<file path="config.mk">
export PLATFORM = sky130hd
export DESIGN_NAME = uart_rx_queue
export DESIGN_NICKNAME = d
export VERILOG_FILES = /design/src/rtl/rxq_pkg.sv /design/src/rtl/rxq_store.sv /design/src/rtl/rxq_ctrl.sv /design/src/rtl/rxq_stat.sv /design/src/rtl/uart_rx_queue.sv
export SDC_FILE = /design/constraint.sdc
export NUM_CORES = 1
export LEC_CHECK = 0
export BUFFER_PORTS_ARGS = -buffer_cell sky130_fd_sc_hd__buf_2
export CORE_ASPECT_RATIO = 0.5
export CORE_UTILIZATION = 55
export DETAILED_ROUTE_END_ITERATION = 8
export GPL_ROUTABILITY_DRIVEN = 1
export PLACE_DENSITY = 0.83
export SLEW_MARGIN = 40
export SYNTH_ARGS = -nofsm -noshare
export SYNTH_HDL_FRONTEND = slang
export SYNTH_SLANG_ARGS = --single-unit
</file>
<file path="constraint.sdc">
create_clock -name clk -period 3.5 [get_ports clk]
set_clock_uncertainty 0.2 [all_clocks]
set_input_delay 0.525 -clock clk [delete_from_list [all_inputs] [get_ports clk]]
set_output_delay 0.525 -clock clk [all_outputs]
set_load 0.02 [all_outputs]
</file>
<file path="src/rtl/rxq_pkg.sv">
package rxq_pkg;
    typedef enum logic [1:0] {
        ST_EMPTY = 2'd0,
        ST_PART  = 2'd1,
        ST_FULL  = 2'd2
    } occ_t;
endpackage

</file>
<file path="src/rtl/rxq_store.sv">
module rxq_store #(
    parameter int DEPTH   = 16,
    parameter int ENTRY_W = 12,
    parameter int PTR_W   = $clog2(DEPTH)
) (
    input  logic               clk,
    input  logic               wr_en,
    input  logic [PTR_W-1:0]   wr_addr,
    input  logic [ENTRY_W-1:0] wr_data,
    input  logic [PTR_W-1:0]   rd_addr,
    output logic [ENTRY_W-1:0] rd_data
);
    logic [ENTRY_W-1:0] mem [DEPTH];

    always_ff @(posedge clk) begin
        if (wr_en) mem[wr_addr] <= wr_data;
    end

    assign rd_data = mem[rd_addr];
endmodule

</file>
<file path="src/rtl/rxq_ctrl.sv">
module rxq_ctrl
    import rxq_pkg::*;
#(
    parameter int DEPTH = 16,
    parameter int TRIG  = 1,
    parameter int PTR_W = $clog2(DEPTH),
    parameter int CNT_W = $clog2(DEPTH + 1)
) (
    input  logic             clk,
    input  logic             rst_n,
    input  logic             fifo_en,
    input  logic             push_req,
    input  logic             pop_req,
    output logic             push_ready,
    output logic             wr_en,
    output logic [PTR_W-1:0] wr_addr,
    output logic [PTR_W-1:0] rd_addr,
    output logic             pop_take,
    output logic             empty,
    output logic             full,
    output logic             irq
);
    localparam logic [CNT_W-1:0] CAP_Q   = CNT_W'(DEPTH);
    localparam logic [CNT_W-1:0] CAP_S   = CNT_W'(1);
    localparam logic [CNT_W-1:0] TRIG_C  = CNT_W'(TRIG);
    localparam logic [CNT_W-1:0] TRIG_M1 = CNT_W'(TRIG - 1);
    localparam logic [PTR_W:0]   DEPTH_W = (PTR_W+1)'(DEPTH);

    logic             mode_q;
    logic [PTR_W-1:0] rd_pos_q, rd_pos_d;
    logic [CNT_W-1:0] cnt_q, cnt_d, cap_now, cap_q;
    logic             irq_q, irq_d;
    occ_t             state_q, state_d;
    logic             flush, do_push, do_adv;
    logic [PTR_W:0]   slot_sum, slot_wrap, pos_inc;

    assign flush      = (fifo_en != mode_q);
    assign cap_now    = fifo_en ? CAP_Q : CAP_S;
    assign cap_q      = mode_q ? CAP_Q : CAP_S;
    assign push_ready = !flush && (cnt_q < cap_now);
    assign do_push    = push_req && push_ready;
    assign pop_take   = pop_req && !flush;
    assign do_adv     = pop_take && (cnt_q != '0);

    // write slot: read position plus count, wrapped modulo DEPTH
    assign slot_sum  = {1'b0, rd_pos_q} + (PTR_W+1)'(cnt_q);
    assign slot_wrap = (slot_sum >= DEPTH_W) ? slot_sum - DEPTH_W : slot_sum;
    assign wr_addr   = slot_wrap[PTR_W-1:0];
    assign wr_en     = do_push;
    assign rd_addr   = rd_pos_q;
    assign pos_inc   = {1'b0, rd_pos_q} + (PTR_W+1)'(1);

    always_comb begin
        cnt_d    = cnt_q;
        rd_pos_d = rd_pos_q;
        irq_d    = irq_q;
        if (flush) begin
            cnt_d    = '0;
            rd_pos_d = '0;
            irq_d    = 1'b0;
        end else begin
            cnt_d = cnt_q + CNT_W'(do_push) - CNT_W'(do_adv);
            if (do_adv)
                rd_pos_d = (pos_inc >= DEPTH_W) ? '0 : pos_inc[PTR_W-1:0];
            if (do_push && !do_adv && cnt_d == TRIG_C)
                irq_d = 1'b1;
            else if (do_adv && !do_push && cnt_d == TRIG_M1)
                irq_d = 1'b0;
        end
        if (cnt_d == '0)          state_d = ST_EMPTY;
        else if (cnt_d == cap_now) state_d = ST_FULL;
        else                       state_d = ST_PART;
    end

    // state register process
    always_ff @(posedge clk or negedge rst_n) begin
        if (!rst_n) begin
            state_q  <= ST_EMPTY;
            mode_q   <= 1'b0;
            rd_pos_q <= '0;
            cnt_q    <= '0;
            irq_q    <= 1'b0;
        end else begin
            state_q  <= state_d;
            mode_q   <= fifo_en;
            rd_pos_q <= rd_pos_d;
            cnt_q    <= cnt_d;
            irq_q    <= irq_d;
        end
    end

    // output process
    always_comb begin
        empty = 1'b0;
        full  = 1'b0;
        unique case (state_q)
            ST_EMPTY: empty = 1'b1;
            ST_PART:  ;
            ST_FULL:  full  = 1'b1;
            default:  empty = 1'b1;
        endcase
    end
    assign irq = irq_q;


    no_overflow_chk: assert property (@(posedge clk) disable iff (!rst_n)
        cnt_q <= cap_q);


    full_level_chk: assert property (@(posedge clk) disable iff (!rst_n)
        full |-> (cnt_q == cap_q));


    flush_clear_chk: assert property (@(posedge clk) disable iff (!rst_n)
        flush |=> (cnt_q == '0 && rd_pos_q == '0 && !irq_q));


    drop_stable_chk: assert property (@(posedge clk) disable iff (!rst_n)
        (push_req && !push_ready && !pop_req && !flush)
            |=> ($stable(cnt_q) && $stable(rd_pos_q)));

    generate
        if (TRIG == 1) begin : g_trig1

            irq_level_chk: assert property (@(posedge clk) disable iff (!rst_n)
                irq_q == (cnt_q != '0));
        end
    endgenerate
endmodule

</file>
<file path="src/rtl/rxq_stat.sv">
module rxq_stat #(
    parameter int ENTRY_W = 12,
    parameter int DATA_W  = 8,
    parameter int FLAG_W  = ENTRY_W - DATA_W
) (
    input  logic               clk,
    input  logic               rst_n,
    input  logic               take,
    input  logic [ENTRY_W-1:0] entry,
    output logic [ENTRY_W-1:0] pop_data,
    output logic [FLAG_W-1:0]  status
);
    always_ff @(posedge clk or negedge rst_n) begin
        if (!rst_n) begin
            pop_data <= '0;
            status   <= '0;
        end else if (take) begin
            pop_data <= entry;
            status   <= entry[ENTRY_W-1:DATA_W];
        end
    end


    hold_between_pops_chk: assert property (@(posedge clk) disable iff (!rst_n)
        !take |=> ($stable(pop_data) && $stable(status)));
endmodule

</file>
<file path="src/rtl/uart_rx_queue.sv">
module uart_rx_queue #(
    parameter int DEPTH   = 16,
    parameter int DATA_W  = 8,
    parameter int FLAG_W  = 4,
    parameter int TRIG    = 1
) (
    input  logic                     clk,
    input  logic                     rst_n,
    input  logic                     fifo_en,
    input  logic                     push_valid,
    input  logic [DATA_W+FLAG_W-1:0] push_data,
    output logic                     push_ready,
    input  logic                     brk_evt,
    input  logic                     pop,
    output logic [DATA_W+FLAG_W-1:0] pop_data,
    output logic [FLAG_W-1:0]        rx_status,
    output logic                     rx_empty,
    output logic                     rx_full,
    output logic                     rx_irq
);
    localparam int ENTRY_W = DATA_W + FLAG_W;
    localparam int PTR_W   = $clog2(DEPTH);
    localparam logic [ENTRY_W-1:0] BRK_CODE = ENTRY_W'(1) << (DATA_W + 2);

    logic               wr_en, pop_take;
    logic [PTR_W-1:0]   wr_addr, rd_addr;
    logic [ENTRY_W-1:0] wr_data, rd_data;

    assign wr_data = brk_evt ? BRK_CODE : push_data;

    rxq_ctrl #(.DEPTH(DEPTH), .TRIG(TRIG)) u_ctrl (
        .clk        (clk),
        .rst_n      (rst_n),
        .fifo_en    (fifo_en),
        .push_req   (push_valid | brk_evt),
        .pop_req    (pop),
        .push_ready (push_ready),
        .wr_en      (wr_en),
        .wr_addr    (wr_addr),
        .rd_addr    (rd_addr),
        .pop_take   (pop_take),
        .empty      (rx_empty),
        .full       (rx_full),
        .irq        (rx_irq)
    );

    rxq_store #(.DEPTH(DEPTH), .ENTRY_W(ENTRY_W)) u_store (
        .clk     (clk),
        .wr_en   (wr_en),
        .wr_addr (wr_addr),
        .wr_data (wr_data),
        .rd_addr (rd_addr),
        .rd_data (rd_data)
    );

    rxq_stat #(.ENTRY_W(ENTRY_W), .DATA_W(DATA_W)) u_stat (
        .clk      (clk),
        .rst_n    (rst_n),
        .take     (pop_take),
        .entry    (rd_data),
        .pop_data (pop_data),
        .status   (rx_status)
    );
endmodule

</file>
==> results.cfg <==
[run_status]
status = finished, final reports clean

[pwr]
finalPower_uw = 6900
pwr-share-clk_pct = 27.9
powerDensity_mw_per_mm2 = 675
power.share.combinational_pct = 26.8
intPower_uw = 4860
p_switching_uw = 2040
vdd_drop_max_uv = 364
switching_share_pct = 29.6
leakage_uw = 0.00349
seqPwrFrac_pct = 45.4

[timing]
period_minus_slack_ps = 3370
worstMarginPinSlew_ps = 819
setup_viol = 0
max_freq_mhz = 297
period_share_pct = 96.1
hold_viol = 0
slew_viol_final = 0
hold_ws_ps = 155
relSlewSlack_pct = 45.3

[place]
dp_cells = 726
place.gp.congestion = 0.833
io_buffers = 37
dp_hpwl_um = 12000

[synth]
synth_edf_count = 192
syn_inst = 467
ys_ff_latch = 217
yosysMostFrequentCell = edfxtp_1
synth_area_mm2 = 0.00888
synthesis.nets = 502
synthTopCellsByArea = edfxtp_1 (65%), mux4_2 (12%), dfrtp_1 (7.0%)
synth_flop_cell = edfxtp_1
synth_cell_types = 38
yosys_warnings = 0
synthTopCellsByCount = edfxtp_1 (192), mux4_2 (48), nor2_1 (27)
async_flop_share_pct = 11.5
synth_top_area_cell = edfxtp_1
synth_area_per_cell_um2 = 19.0
seq_area_frac_synth_pct = 72.0
synth_top_cell_area_share_pct = 64.9

[detailed_routing]
vias = 4817
antenna_left = 0
dr.pass1.iters = 5
initialDrtViolationCount = 520
drt-vias-per-instance = 6.29
drc = 0
wl_per_cell_um = 25.2
drt-total-wl_um = 19300

[cells_and_area]
n_antenna_cell = 0
final_layout_size_suffix_gt1_share_pct = 34.0
instances_no_fill = 766
area_growth_pct = 15.1
fin_nets = 584

[clock_network]
cts_tree = done
clk_latency_ps = 490
cts-root-buf = clkbuf_16
cts_buffer_depth = 3
cts.clk_slew.worst_paths_ps = 70
htree_levels = 1
cts_inserted_buffers = 19
clkSinkCount = 217

[min_path]
min_path_cells = 2
hp-start = fifo_en
min_to = u_ctrl.mode_q
hp-class = input port to register

[critical_path]
critPathRequiredTime_ps = 3680
critPathMaxStageDelay_ps = 660
endpoint_kind = register
start_kind = register
crit_chain = ha_1 > a2111oi_4 > inv_1 > ha_1 > inv_1 > ha_2 > fa_2 > nor3b_2 > a211oi_2 > buf_4 > a21oi_1
r2r.worst_path.cells = 11
crit_slowest_cell = fa_2
crit_arrival_ps = 3540
rrSetupSlack_ps = 130
worst-path-max-fanout = 5
reg2reg_to = u_ctrl.state_q[1]
worstSetupPathType = register to register
reg2reg_from = u_ctrl.cnt_q[4]

[global_route]
grt_pass1_wl_um = 29000
grt_remaining_overflow = 0
groute.usage.overall_pct = 24.1
grt_max_degree = 54
grt_pass1_vias = 5010
grt_antenna_before_repair = 0

[die]
dieArea_mm2 = 0.0167
die_w_um = 182
io_pins = 38
start_util_pct = 57.0
rows = 32
core_mm2 = 0.0156
die_h_um = 91.8

[flow_run]
cap_violations = 0
==> critical path, delay by kind of cell (launching register included) <==
kind            cells  cell delay (ps)
fa+ha+maj           4             1480
compound gates      3              780
buf+inv             3              300
simple gates        1               70
flops               1              420
==> cell usage in the layout (no fill, tap or decap), drive strengths merged, types with 15 or more instances in the layout <==
cell type,Yosys,routed
dfrtp,25,25
nor2,27,27
clkbuf,12,21
mux4,48,48
nand2,22,22
ha,15,15
edfxtp,192,192
mux2i,26,26
buf,12,84
==> cell type report <==
cell class / instances / area (um2)
inverters: 10 / 37.5
repair buffers: 85 / 552
flip-flops and latches: 217 / 6400
fillers: 966 / 5360
well taps: 204 / 255
multi-input cells: 216 / 2430
clock inverters: 13 / 70.1
clock buffers: 21 / 483
==> metal layers <==
| layer | vias to the layer above | part of all wire, % | GRT usage, % |
|---|---|---|---|
| met1 | 2466 | 41 | 34.0 |
| met3 | 26 | 11 | 5.28 |
| li1 | 2015 | - | - |
| met2 | 310 | 47 | 38.7 |
| met5 | - | 0 | 0 |
| met4 | 0 | 1.4 | 6.29 |
==> flip-flops by register name, summed over array words and instances (netlist names) <==
register	flops
u_ctrl.rd_addr	4
u_ctrl.mode_q	1
u_ctrl.state_q	2
u_stat.status	4
u_stat.pop_data	8
u_ctrl.cnt_q	5
u_ctrl.irq	1
u_store.mem	192
==> repair_timing <==
| item | 4_1_cts | 5_1_grt |
|---|---|---|
| resized for setup | 5 | 11 |
| setup buffers | 1 | 4 |
| hold endpoints to repair | 25 | 0 |
| hold buffers | 1 | 0 |
| endpoints found under the setup margin | 2 | 3 |
| pin swaps | 1 | 6 |
==> power by group through the flow <==
stage / registers, uW / logic (uW) / clock network, uW
global route: 3140 / 1980 / 2030
finish: 3130 / 1850 / 1920
global placement: 3170 / 1550 / 0
CTS: 3130 / 1700 / 1930
floorplan: 3210 / 1090 / 0
detailed placement: 3180 / 1620 / 0
==> logic make-up after synthesis <==
family / count (synthesis) / synth area share (%)
muxes: 74 / 15.1
adders and majority gates: 17 / 2.56
AOI/OAI and AO/OA: 30 / 2.66
buffers and inverters: 34 / 1.72
DFF: 217 / 72.0
xor gates and xnor gates: 14 / 1.38
and+or+nand+nor: 81 / 4.59
==> per-stage QoR <==
stage	setup TNS (ps)	utilization [%]	cell area, um2	setup WS, ps
after global placement	-262	61.2	9530	-169
after global routing	-4.54	65.6	10200	-4.54
final	0	65.6	10200	135
after floorplan	0	-	8880	22.1
after detailed placement	-676	61.2	9540	-287
after CTS	0	65.1	10100	20.9
==> worst max path at each step <==
| stage | from | endpoint | slack [ps] | depth (start not counted) |
|---|---|---|---|---|
| detailed placement | fifo_en | u_ctrl.state_q[0] | -290 | 14 |
| global route | u_ctrl.cnt_q[4] | u_ctrl.irq | -5 | 11 |
| global placement | fifo_en | u_ctrl.state_q[0] | -170 | 13 |
| finish | u_ctrl.cnt_q[4] | u_ctrl.state_q[1] | 130 | 11 |
| floorplan | u_ctrl.cnt_q[1] | u_ctrl.state_q[0] | 20 | 15 |
| CTS | u_ctrl.cnt_q[1] | u_ctrl.irq | 20 | 14 |
No activity file was read; power rests on OpenSTA's default activity.
